<file path="config.mk">
export PLATFORM = sky130hd
export DESIGN_NAME = ldo_train_ctrl
export DESIGN_NICKNAME = d
export VERILOG_FILES = /design/src/rtl/ldo_train_pkg.sv /design/src/rtl/ldo_code_counter.sv /design/src/rtl/ldo_settle_det.sv /design/src/rtl/ldo_code_table.sv /design/src/rtl/ldo_train_ctrl.sv
export SDC_FILE = /design/constraint.sdc
export NUM_CORES = 1
export LEC_CHECK = 0
export ABC_AREA = 0
export ABC_CLOCK_PERIOD_IN_PS = 3400
export BUFFER_PORTS_ARGS = -buffer_cell sky130_fd_sc_hd__buf_2
export CAP_MARGIN = 0
export CORE_MARGIN = 3
export CORE_UTILIZATION = 62
export DETAILED_ROUTE_END_ITERATION = 8
export GPL_TIMING_DRIVEN = 0
export PLACE_DENSITY = 0.83
export SYNTH_ARGS = -nofsm -noshare
export SYNTH_HDL_FRONTEND = slang
export SYNTH_HIERARCHICAL = 1
export SYNTH_SLANG_ARGS = --single-unit
</file>
<file path="constraint.sdc">
create_clock -name clk -period 3.4 [get_ports clk]
set_input_delay 0.34 -clock clk [delete_from_list [all_inputs] [get_ports clk]]
set_output_delay 0.34 -clock clk [all_outputs]
set_load 0.1 [all_outputs]
</file>
<file path="src/rtl/ldo_train_pkg.sv">
package ldo_train_pkg;
    typedef enum logic [2:0] {
        ST_TRAIN,
        ST_RECORD,
        ST_FETCH,
        ST_LOAD,
        ST_ENGAGE,
        ST_ANALOG,
        ST_SLEEP
    } ctrl_state_t;
endpackage

</file>
<file path="src/rtl/ldo_code_counter.sv">
module ldo_code_counter #(
    parameter int W = 8
) (
    input  logic         clk,
    input  logic         rst_n,
    input  logic         step_en,
    input  logic         dir_up,
    input  logic         load_en,
    input  logic [W-1:0] load_val,
    output logic [W-1:0] cnt
);
    localparam logic [W-1:0] MAXV = {W{1'b1}};

    always_ff @(posedge clk or negedge rst_n) begin
        if (!rst_n) begin
            cnt <= '0;
        end else if (load_en) begin
            cnt <= load_val;
        end else if (step_en) begin
            if (dir_up && cnt != MAXV) cnt <= cnt + W'(1);
            else if (!dir_up && cnt != '0) cnt <= cnt - W'(1);
        end
    end

    AST_SAT_HIGH: assert property (@(posedge clk) disable iff (!rst_n)
        (step_en && dir_up && !load_en && cnt == MAXV) |=> cnt == MAXV);
    AST_SAT_LOW: assert property (@(posedge clk) disable iff (!rst_n)
        (step_en && !dir_up && !load_en && cnt == '0) |=> cnt == '0);
    AST_STEP_UP: assert property (@(posedge clk) disable iff (!rst_n)
        (step_en && dir_up && !load_en && cnt != MAXV) |=> cnt == $past(cnt) + W'(1));
endmodule

</file>
<file path="src/rtl/ldo_settle_det.sv">
module ldo_settle_det #(
    parameter int SETTLE_N = 4
) (
    input  logic clk,
    input  logic rst_n,
    input  logic clr,
    input  logic cmp,
    output logic settled
);
    localparam int TW = $clog2(SETTLE_N + 1);

    logic          prev;
    logic [TW-1:0] tcnt;
    logic          toggle;

    assign toggle  = cmp != prev;
    assign settled = !clr && toggle && (tcnt == TW'(SETTLE_N - 1));

    always_ff @(posedge clk or negedge rst_n) begin
        if (!rst_n) begin
            prev <= 1'b0;
            tcnt <= '0;
        end else begin
            prev <= cmp;
            if (clr || !toggle) tcnt <= '0;
            else if (tcnt < TW'(SETTLE_N)) tcnt <= tcnt + TW'(1);
        end
    end

    AST_SETTLE_NEEDS_TOGGLE: assert property (@(posedge clk) disable iff (!rst_n)
        settled |-> (cmp != $past(cmp)));
endmodule

</file>
<file path="src/rtl/ldo_code_table.sv">
module ldo_code_table #(
    parameter int DEPTH = 16,
    parameter int W     = 8
) (
    input  logic                     clk,
    input  logic                     rst_n,
    input  logic                     wr_en,
    input  logic [$clog2(DEPTH)-1:0] wr_idx,
    input  logic [W-1:0]             wr_data,
    input  logic [$clog2(DEPTH)-1:0] rd_idx,
    output logic [W-1:0]             rd_q
);
    logic [W-1:0] mem [DEPTH];

    always_ff @(posedge clk or negedge rst_n) begin
        if (!rst_n) begin
            for (int i = 0; i < DEPTH; i++) mem[i] <= '0;
            rd_q <= '0;
        end else begin
            if (wr_en) mem[wr_idx] <= wr_data;
            rd_q <= mem[rd_idx];
        end
    end
endmodule

</file>
<file path="src/rtl/ldo_train_ctrl.sv">
module ldo_train_ctrl
    import ldo_train_pkg::*;
#(
    parameter int CODE_W   = 8,
    parameter int LEVELS   = 16,
    parameter int SETTLE_N = 4,
    parameter int LVL_W    = $clog2(LEVELS)
) (
    input  logic              clk,
    input  logic              rst_n,
    input  logic              cmp_hi,
    input  logic [LVL_W:0]    setpoint,
    input  logic              sleep_req,
    input  logic              wake_req,
    output logic [LVL_W-1:0]  ref_sel,
    output logic [CODE_W-1:0] code,
    output logic              analog_en,
    output logic              trained
);
    localparam logic [LVL_W-1:0] LAST = LVL_W'(LEVELS - 1);

    ctrl_state_t       state, nxt;
    logic [LVL_W-1:0]  lvl, tgt, sp_clamp;
    logic [CODE_W-1:0] cnt, rd_q;
    logic              settled, step_en, load_en, wr_en, clr_settle, sp_moved;

    assign sp_clamp = (setpoint > (LVL_W+1)'(LEVELS - 1)) ? LAST : setpoint[LVL_W-1:0];
    assign sp_moved = sp_clamp != tgt;

    ldo_code_counter #(.W(CODE_W)) u_cnt (
        .clk(clk), .rst_n(rst_n), .step_en(step_en), .dir_up(!cmp_hi),
        .load_en(load_en), .load_val(rd_q), .cnt(cnt)
    );

    ldo_settle_det #(.SETTLE_N(SETTLE_N)) u_settle (
        .clk(clk), .rst_n(rst_n), .clr(clr_settle), .cmp(cmp_hi), .settled(settled)
    );

    ldo_code_table #(.DEPTH(LEVELS), .W(CODE_W)) u_tab (
        .clk(clk), .rst_n(rst_n), .wr_en(wr_en), .wr_idx(lvl), .wr_data(cnt),
        .rd_idx(tgt), .rd_q(rd_q)
    );

    // next state
    always_comb begin
        nxt = state;
        unique case (state)
            ST_TRAIN:  if (settled) nxt = ST_RECORD;
            ST_RECORD: nxt = (lvl == LAST) ? ST_FETCH : ST_TRAIN;
            ST_FETCH:  nxt = ST_LOAD;
            ST_LOAD:   nxt = ST_ENGAGE;
            ST_ENGAGE: begin
                if (sleep_req)     nxt = ST_SLEEP;
                else if (sp_moved) nxt = ST_FETCH;
                else if (cmp_hi)   nxt = ST_ANALOG;
            end
            ST_ANALOG: begin
                if (sleep_req)     nxt = ST_SLEEP;
                else if (sp_moved) nxt = ST_FETCH;
            end
            ST_SLEEP:  if (wake_req) nxt = ST_FETCH;
            default:   nxt = ST_TRAIN;
        endcase
    end

    // state register and level bookkeeping
    always_ff @(posedge clk or negedge rst_n) begin
        if (!rst_n) begin
            state   <= ST_TRAIN;
            lvl     <= '0;
            tgt     <= '0;
            trained <= 1'b0;
        end else begin
            state <= nxt;
            if (state == ST_RECORD) begin
                if (lvl == LAST) trained <= 1'b1;
                else             lvl <= lvl + LVL_W'(1);
            end
            if (nxt == ST_FETCH) tgt <= sp_clamp;
        end
    end

    // outputs and datapath controls
    always_comb begin
        step_en    = 1'b0;
        load_en    = 1'b0;
        wr_en      = 1'b0;
        clr_settle = 1'b1;
        unique case (state)
            ST_TRAIN: begin
                step_en    = 1'b1;
                clr_settle = 1'b0;
            end
            ST_RECORD: wr_en   = 1'b1;
            ST_LOAD:   load_en = 1'b1;
            ST_ENGAGE: step_en = !cmp_hi && !sleep_req && !sp_moved;
            default: ;
        endcase
        ref_sel   = trained ? tgt : lvl;
        code      = (state == ST_SLEEP) ? '0 : cnt;
        analog_en = state == ST_ANALOG;
    end

    AST_TRAIN_DIGITAL: assert property (@(posedge clk) disable iff (!rst_n)
        !trained |-> !analog_en);
    AST_SWEEP_UP: assert property (@(posedge clk) disable iff (!rst_n)
        !trained |=> (trained || ref_sel >= $past(ref_sel)));
    AST_HANDOFF_CMP: assert property (@(posedge clk) disable iff (!rst_n)
        $rose(analog_en) |-> $past(cmp_hi));
    AST_ANALOG_HOLD: assert property (@(posedge clk) disable iff (!rst_n)
        analog_en |=> (!analog_en || $stable(code)));
    AST_TRAINED_STICKY: assert property (@(posedge clk) disable iff (!rst_n)
        trained |=> trained);
    AST_SLEEP_DARK: assert property (@(posedge clk) disable iff (!rst_n)
        (analog_en && sleep_req) |=> (code == '0 && !analog_en));
endmodule

</file>
* After elaboration in Yosys (flattened, before gate mapping)
Cells that the tools add are included.
** Word-level totals
- Bits in registers :: 160
- Latch bits :: 0
- RAM bits :: 0
- Memory bits (read-only) :: 0
- Word-level logic and storage cells :: 96
- Memories kept :: 0
** Operators by class
- Add/sub/neg operators :: 4
- Multipliers :: 0
- Div/mod/pow operators :: 0
- $lt $le $gt $ge :: 5
- Equality and inequality tests :: 12
- Shift operators :: 0
- Mux-type cells :: 28
- Bitwise gates (word level) :: 3
- Reductions and logical operators :: 20
** Operators by type and width (count)
- 128-bit bitwise mux :: 1
- 8-bit 2-to-1 mux :: 8
- 8-bit binary-select mux with 4-bit select :: 1
- 8-bit demux with 4-bit select :: 1
- 3-bit 2-to-1 mux :: 9
- 3-bit one-hot mux with 7 select lines :: 1
- 3-bit by 2-bit equality test with 1-bit output, second input constant :: 4
- 5-bit greater-or-equal comparator, second input constant :: 2
- 4-bit inverter with 5-bit output :: 2
- 3-bit equality test, second input constant :: 3
- 8-bit by 1-bit adder with 8-bit output, second input constant :: 1
- 4-bit 2-to-1 mux :: 2
- 8-bit inequality test, second input constant :: 1
- 8-bit nonzero test :: 1
- 8-bit by 1-bit subtractor with 8-bit output, second input constant :: 1
- 1-bit logical AND :: 7
- 2-bit AND reduction :: 3
- 5-bit by 4-bit greater-than comparator with 1-bit output, second input constant :: 1
- 5-bit by 1-bit less-than comparator with 1-bit output, second input constant :: 1
- 4-bit by 1-bit adder with 4-bit output, second input constant :: 1
- 4-bit equality test, second input constant :: 1
- 1-bit logical NOT :: 4
- 4-bit inequality test :: 1
- 2-bit nonzero test :: 2
- other kinds (11) :: 13

* Depth between registers and ports, before layout
- Depth after elaboration :: 8
- Mapped depth :: 11
- Depth with buffers taken out :: 9

* Hierarchy
Netlist, hierarchy kept.
** By module, submodules not included
- ldo_code_table :: times used 1, cells an instance 370, area each 6018.3 um^2, sequential area each 3403.3 um^2
- ldo_train_ctrl :: times used 1, cells an instance 96, area each 848.3 um^2, sequential area each 300.3 um^2
- ldo_code_counter :: times used 1, cells an instance 79, area each 739.5 um^2, sequential area each 200.2 um^2
- ldo_settle_det :: times used 1, cells an instance 14, area each 186.4 um^2, sequential area each 100.1 um^2

* Worst setup path after synthesis
OpenSTA, ideal clock, no wires.
- Path kind :: register to register
- Start :: reg tgt[1]
- End :: reg u_cnt.cnt[3]
- Setup time :: 0.125 ns
- Arrival time :: 2.632 ns
- Setup slack :: 0.644 ns
- Stages on the path, launching flop included :: 11
- Path buffers :: 1
- Clock period less this slack :: 2.756 ns
- Cells stage by stage :: dfrtp_1 or3_1 a211oi_1 o22ai_1 o41ai_1 nand2b_1 a21oi_1 or2_1 buf_6 mux2_4 mux2_2
** On the way
- Word-level cells in the longest chain between the ends :: 6
** RTL lines
- start, declared :: line ldo_train_ctrl.sv:23 : logic [LVL_W-1:0] lvl, tgt, sp_clamp;
- start signal, assigned :: line ldo_train_ctrl.sv:79 : if (nxt == ST_FETCH) tgt <= sp_clamp;
- 4-bit inequality test :: line ldo_train_ctrl.sv:28 : assign sp_moved = sp_clamp != tgt;
- 1-bit logical NOT :: line ldo_train_ctrl.sv:96 : ST_ENGAGE: step_en = !cmp_hi && !sleep_req && !sp_moved;
- 1-bit logical AND :: line ldo_train_ctrl.sv:96
- 1-bit one-hot mux with 2 select lines :: line ldo_train_ctrl.sv:89 : unique case (state)
- net step_en :: line ldo_train_ctrl.sv:25 : logic settled, step_en, load_en, wr_en, clr_settle, sp_moved;
- 2-bit nonzero test (no source line)
- 2-bit AND reduction (no source line)
- end signal, assigned :: line ldo_code_counter.sv:18 : cnt <= load_val;
- end signal, assigned :: line ldo_code_counter.sv:20 : if (dir_up && cnt != MAXV) cnt <= cnt + W'(1);
- end signal, assigned :: line ldo_code_counter.sv:21 : else if (!dir_up && cnt != '0) cnt <= cnt - W'(1);
- end, declared :: line ldo_code_counter.sv:10 : output logic [W-1:0] cnt
The timed path passes the listed nets, and every way through them passes these cells.
A chain may end at the register's enable or synchronous reset.

* Worst setup path after layout
Ends and elaborated chain as after synthesis.

==> summary.md <==
| Metric | Value |
|---|---|
| Post-route ant nets | 0 |
| IO Pins | 24 |
| Final WS setup | 0.1286 ns |
| Post-synth EDFFs | 0 |
| Mapped Cells | 559 |
| Placement Setup Slack | 0.09819 ns |
| Synth area leader | dfrtp_1 |
| Fmax achieved | 305.7 MHz |
| Deepest clock path buffer count | 2 |
| Synth top area share | 0.5138 |
| DP HPWL | 11450 um |
| Critical Path Source Type | flip-flop |
| Die Y-Extent | 118.1 um |
| Rel. slew slack | 0.5222 |
| Post-route cell area | 8731 sq um |
| Final number of hold-violating endpoints | 0 |
| Worst skew pair latency | 0.42 ns |
| Critical Path End Type | flip-flop |
| Detailed Routing Iterations Pass 1 | 6 |
| MaxCap Viol Count | 0 |
| RSZ-0062 raised after global routing | false |
| Final nets | 624 |
| Worst Path Buf+Inv | 1 |
| DR vias | 4919 |
| Measured slew at the worst slew-check pin | 0.7135 ns |
| Critical path class | reg2reg |
| Clock skew | 0.006414 ns |
| P&R area growth vs syn | 12.04% |
| Total CTS buffers | 17 |
| Drt initial violations | 448 |
| First-pass GRT wire length | 27540 um |
| Final period utilization | 0.9622 |
| Crit-path max FO | 11 |
| FF+latch count, synth | 160 |
| Full die area | 13950 sq um |
| Synth Area per Inst | 13.94 sq um |
| Required @ worst endpoint | 3.70 ns |
| Critical path data arrival time | 3.57 ns |
| Gr ovfl total | 0 |
| Top Family by Delay on Critical Path | compound AO/OA/AOI/OAI gates |
| Delay of the slowest cell on the worst path | 0.58 ns |
| P_leak | 0.004091 uW |
| Drt drc | 0 |
| Diode count | 0 |
| H-tree level count | 4 |
| Placed instance area | 8152 sq um |
| Final WL | 17220 um |
| Clock slew at reported path FFs | 0.06 ns |
| Tmin final | 3.271 ns |
| Worst IR Drop VDD | 0.5493 mV |
| GPL Wtd Cong | 0.8161 |
| Synth cell types | 54 |
| Core Rows | 40 |
| Gr usage total | 0.2609 |
| Initial core utilization | 0.6407 |
| Most common cell after layout, fill and taps aside | dfrtp_1 |
| Core Util, Final | 0.7179 |
| Setup Viol. Count Final | 0 |
| I/O Buffers | 23 |
| Main synth FF type | dfrtp_1 |
| Wire per inst | 21.99 um |
| CTS tree | yes |
| Yosys warns | 6 |
| Die width | 118.1 um |
| Final slew viol count | 0 |
| PnR Total Power | 8448 uW |
| Initial antenna violation count | 0 |
| Clk root buf | clkbuf_16 |
| Crit path cell chain | or3_1 -> a211oi_1 -> o22ai_1 -> o41ai_2 -> nand2b_1 -> a21oi_1 -> or2_1 -> buf_6 -> mux2_4 -> mux2_2 |
| Seq/Total Area, Yosys | 0.5138 |
| Share of layout cells above drive strength 1 | 0.4000 |
| Mapped cell area | 7792 sq um |
| Clk sinks | 160 |
| Most frequent cells in the layout | dfrtp_1, mux2_2, mux4_2 |
| Crit path max-delay cell type | dfrtp_1 |
| Synth Net Count | 580 |
| Synth top area cells | dfrtp_1, mux2_2, mux4_2 |
| Via/cell ratio | 6.282 |
| Core area | 12160 sq um |
| Type of the worst min-delay path | in2reg |
| Status | finished, final reports clean |
| Pin count of the biggest net entering global routing | 91 |
| Post-synth ARST share | 1.000 |
| Pwr Density | 967.5 nW/um^2 |
| Vias in the first global route | 5044 |
through the flow:
stage	setup TNS [ns]	hold WS (ns)	cells
floorplan	0	0.04441	559
global placement	-26.51	0.4436	750
detailed placement	0	0.3894	751
CTS	0	0.07420	783
global route	0	0.08296	783
finish	0	0.09629	783
state kept, by name, indices dropped and copies added (netlist names):
signal,cells
u_cnt/cnt,8
trained,1
u_settle/tcnt,3
lvl,4
u_settle/prev,1
tgt,4
u_tab/mem,128
state,3
u_tab/rd_q,8
worst paths after layout:
kind	startpoint	to	slack (ns)	cells after the start
hold / removal	cmp_hi	u_settle/prev	0.1	1
setup / recovery	tgt[1]	u_cnt/cnt[3]	0.13	10
min in group asynchronous	rst_n	state[2]	0.49	2
hold reg to reg	u_tab/rd_q[1]	u_cnt/cnt[1]	0.46	2
setup reg to reg	tgt[1]	u_cnt/cnt[3]	0.13	10
max in group asynchronous	rst_n	u_tab/mem[73]	2.05	3
layer usage:
layer  track usage  wire, um  share of wire
met1        0.3392      7091           0.41
met2        0.4284      8743           0.51
met3       0.05094       859          0.050
met4        0.1165       521          0.030
met5             0         0              0
power breakdown:
| group | internal, uW | total, uW | leakage, uW | switching, uW |
|---|---|---|---|---|
| registers | 2580 | 3210 | 0.00213 | 625 |
| logic | 1420 | 3450 | 0.00169 | 2030 |
| clock network | 1100 | 1790 | 0.000276 | 697 |
| total | 5090 | 8450 | 0.00409 | 3350 |
Yosys cell counts (3+ instances only):
library cell,number
nand4_1,3
clkbuf_1,12
nor2_2,9
mux4_2,32
mux2_2,133
o21ai_1,7
nor4_1,4
xor2_1,6
buf_2,7
and2_1,12
mux2i_1,10
buf_1,5
ha_1,10
dfrtp_1,160
nor3_1,3
a22oi_1,17
nand2b_1,6
a211oi_1,4
xnor2_1,5
or2_1,3
inv_1,9
a21oi_1,9
nor2b_1,8
or3_1,4
nand2_1,21
nor2_1,15
buf_6,3
o21ai_0,3
a21o_1,4
o41ai_1,3
worst reg2reg max path, cell delays in order (launching register included):
cell and delay [ns]:
dfrtp_1 0.58, or3_1 0.40, a211oi_1 0.27, o22ai_1 0.19
o41ai_2 0.48, nand2b_1 0.12, a21oi_1 0.23, or2_1 0.17
buf_6 0.15, mux2_4 0.30, mux2_2 0.25
cell type report:
cell class                      instances  area, sq um
Timing Repair Buffer                   25        158.9
Sequential cell                       160         4004
Clock buffer                           26        509.2
Tap cell                              168        210.2
Clock inverter                          5        52.55
Fill cell                             816         3431
Inverter                                9        33.78
Multi-Input combinational cell        362         3622
Buffer                                 28        140.1
kinds of logic after synthesis:
| logic type | after synthesis | synth area share |
|---|---|---|
| xor+xnor | 11 | 0.01236 |
| flops | 160 | 0.5138 |
| compound gates | 61 | 0.05620 |
| fa+ha+maj | 11 | 0.01863 |
| buf+inv | 37 | 0.02232 |
| simple gates | 102 | 0.07578 |
| mux | 177 | 0.3009 |
timing repair:
item                                    CTS  global route
endpoints found under the hold margin    70             0
buffers inserted                          0             0
gates resized for setup                   0             1
hold buffers                              1             0
endpoints found under the setup margin    0             1
Note: power is estimated with default switching activity, not from simulation.
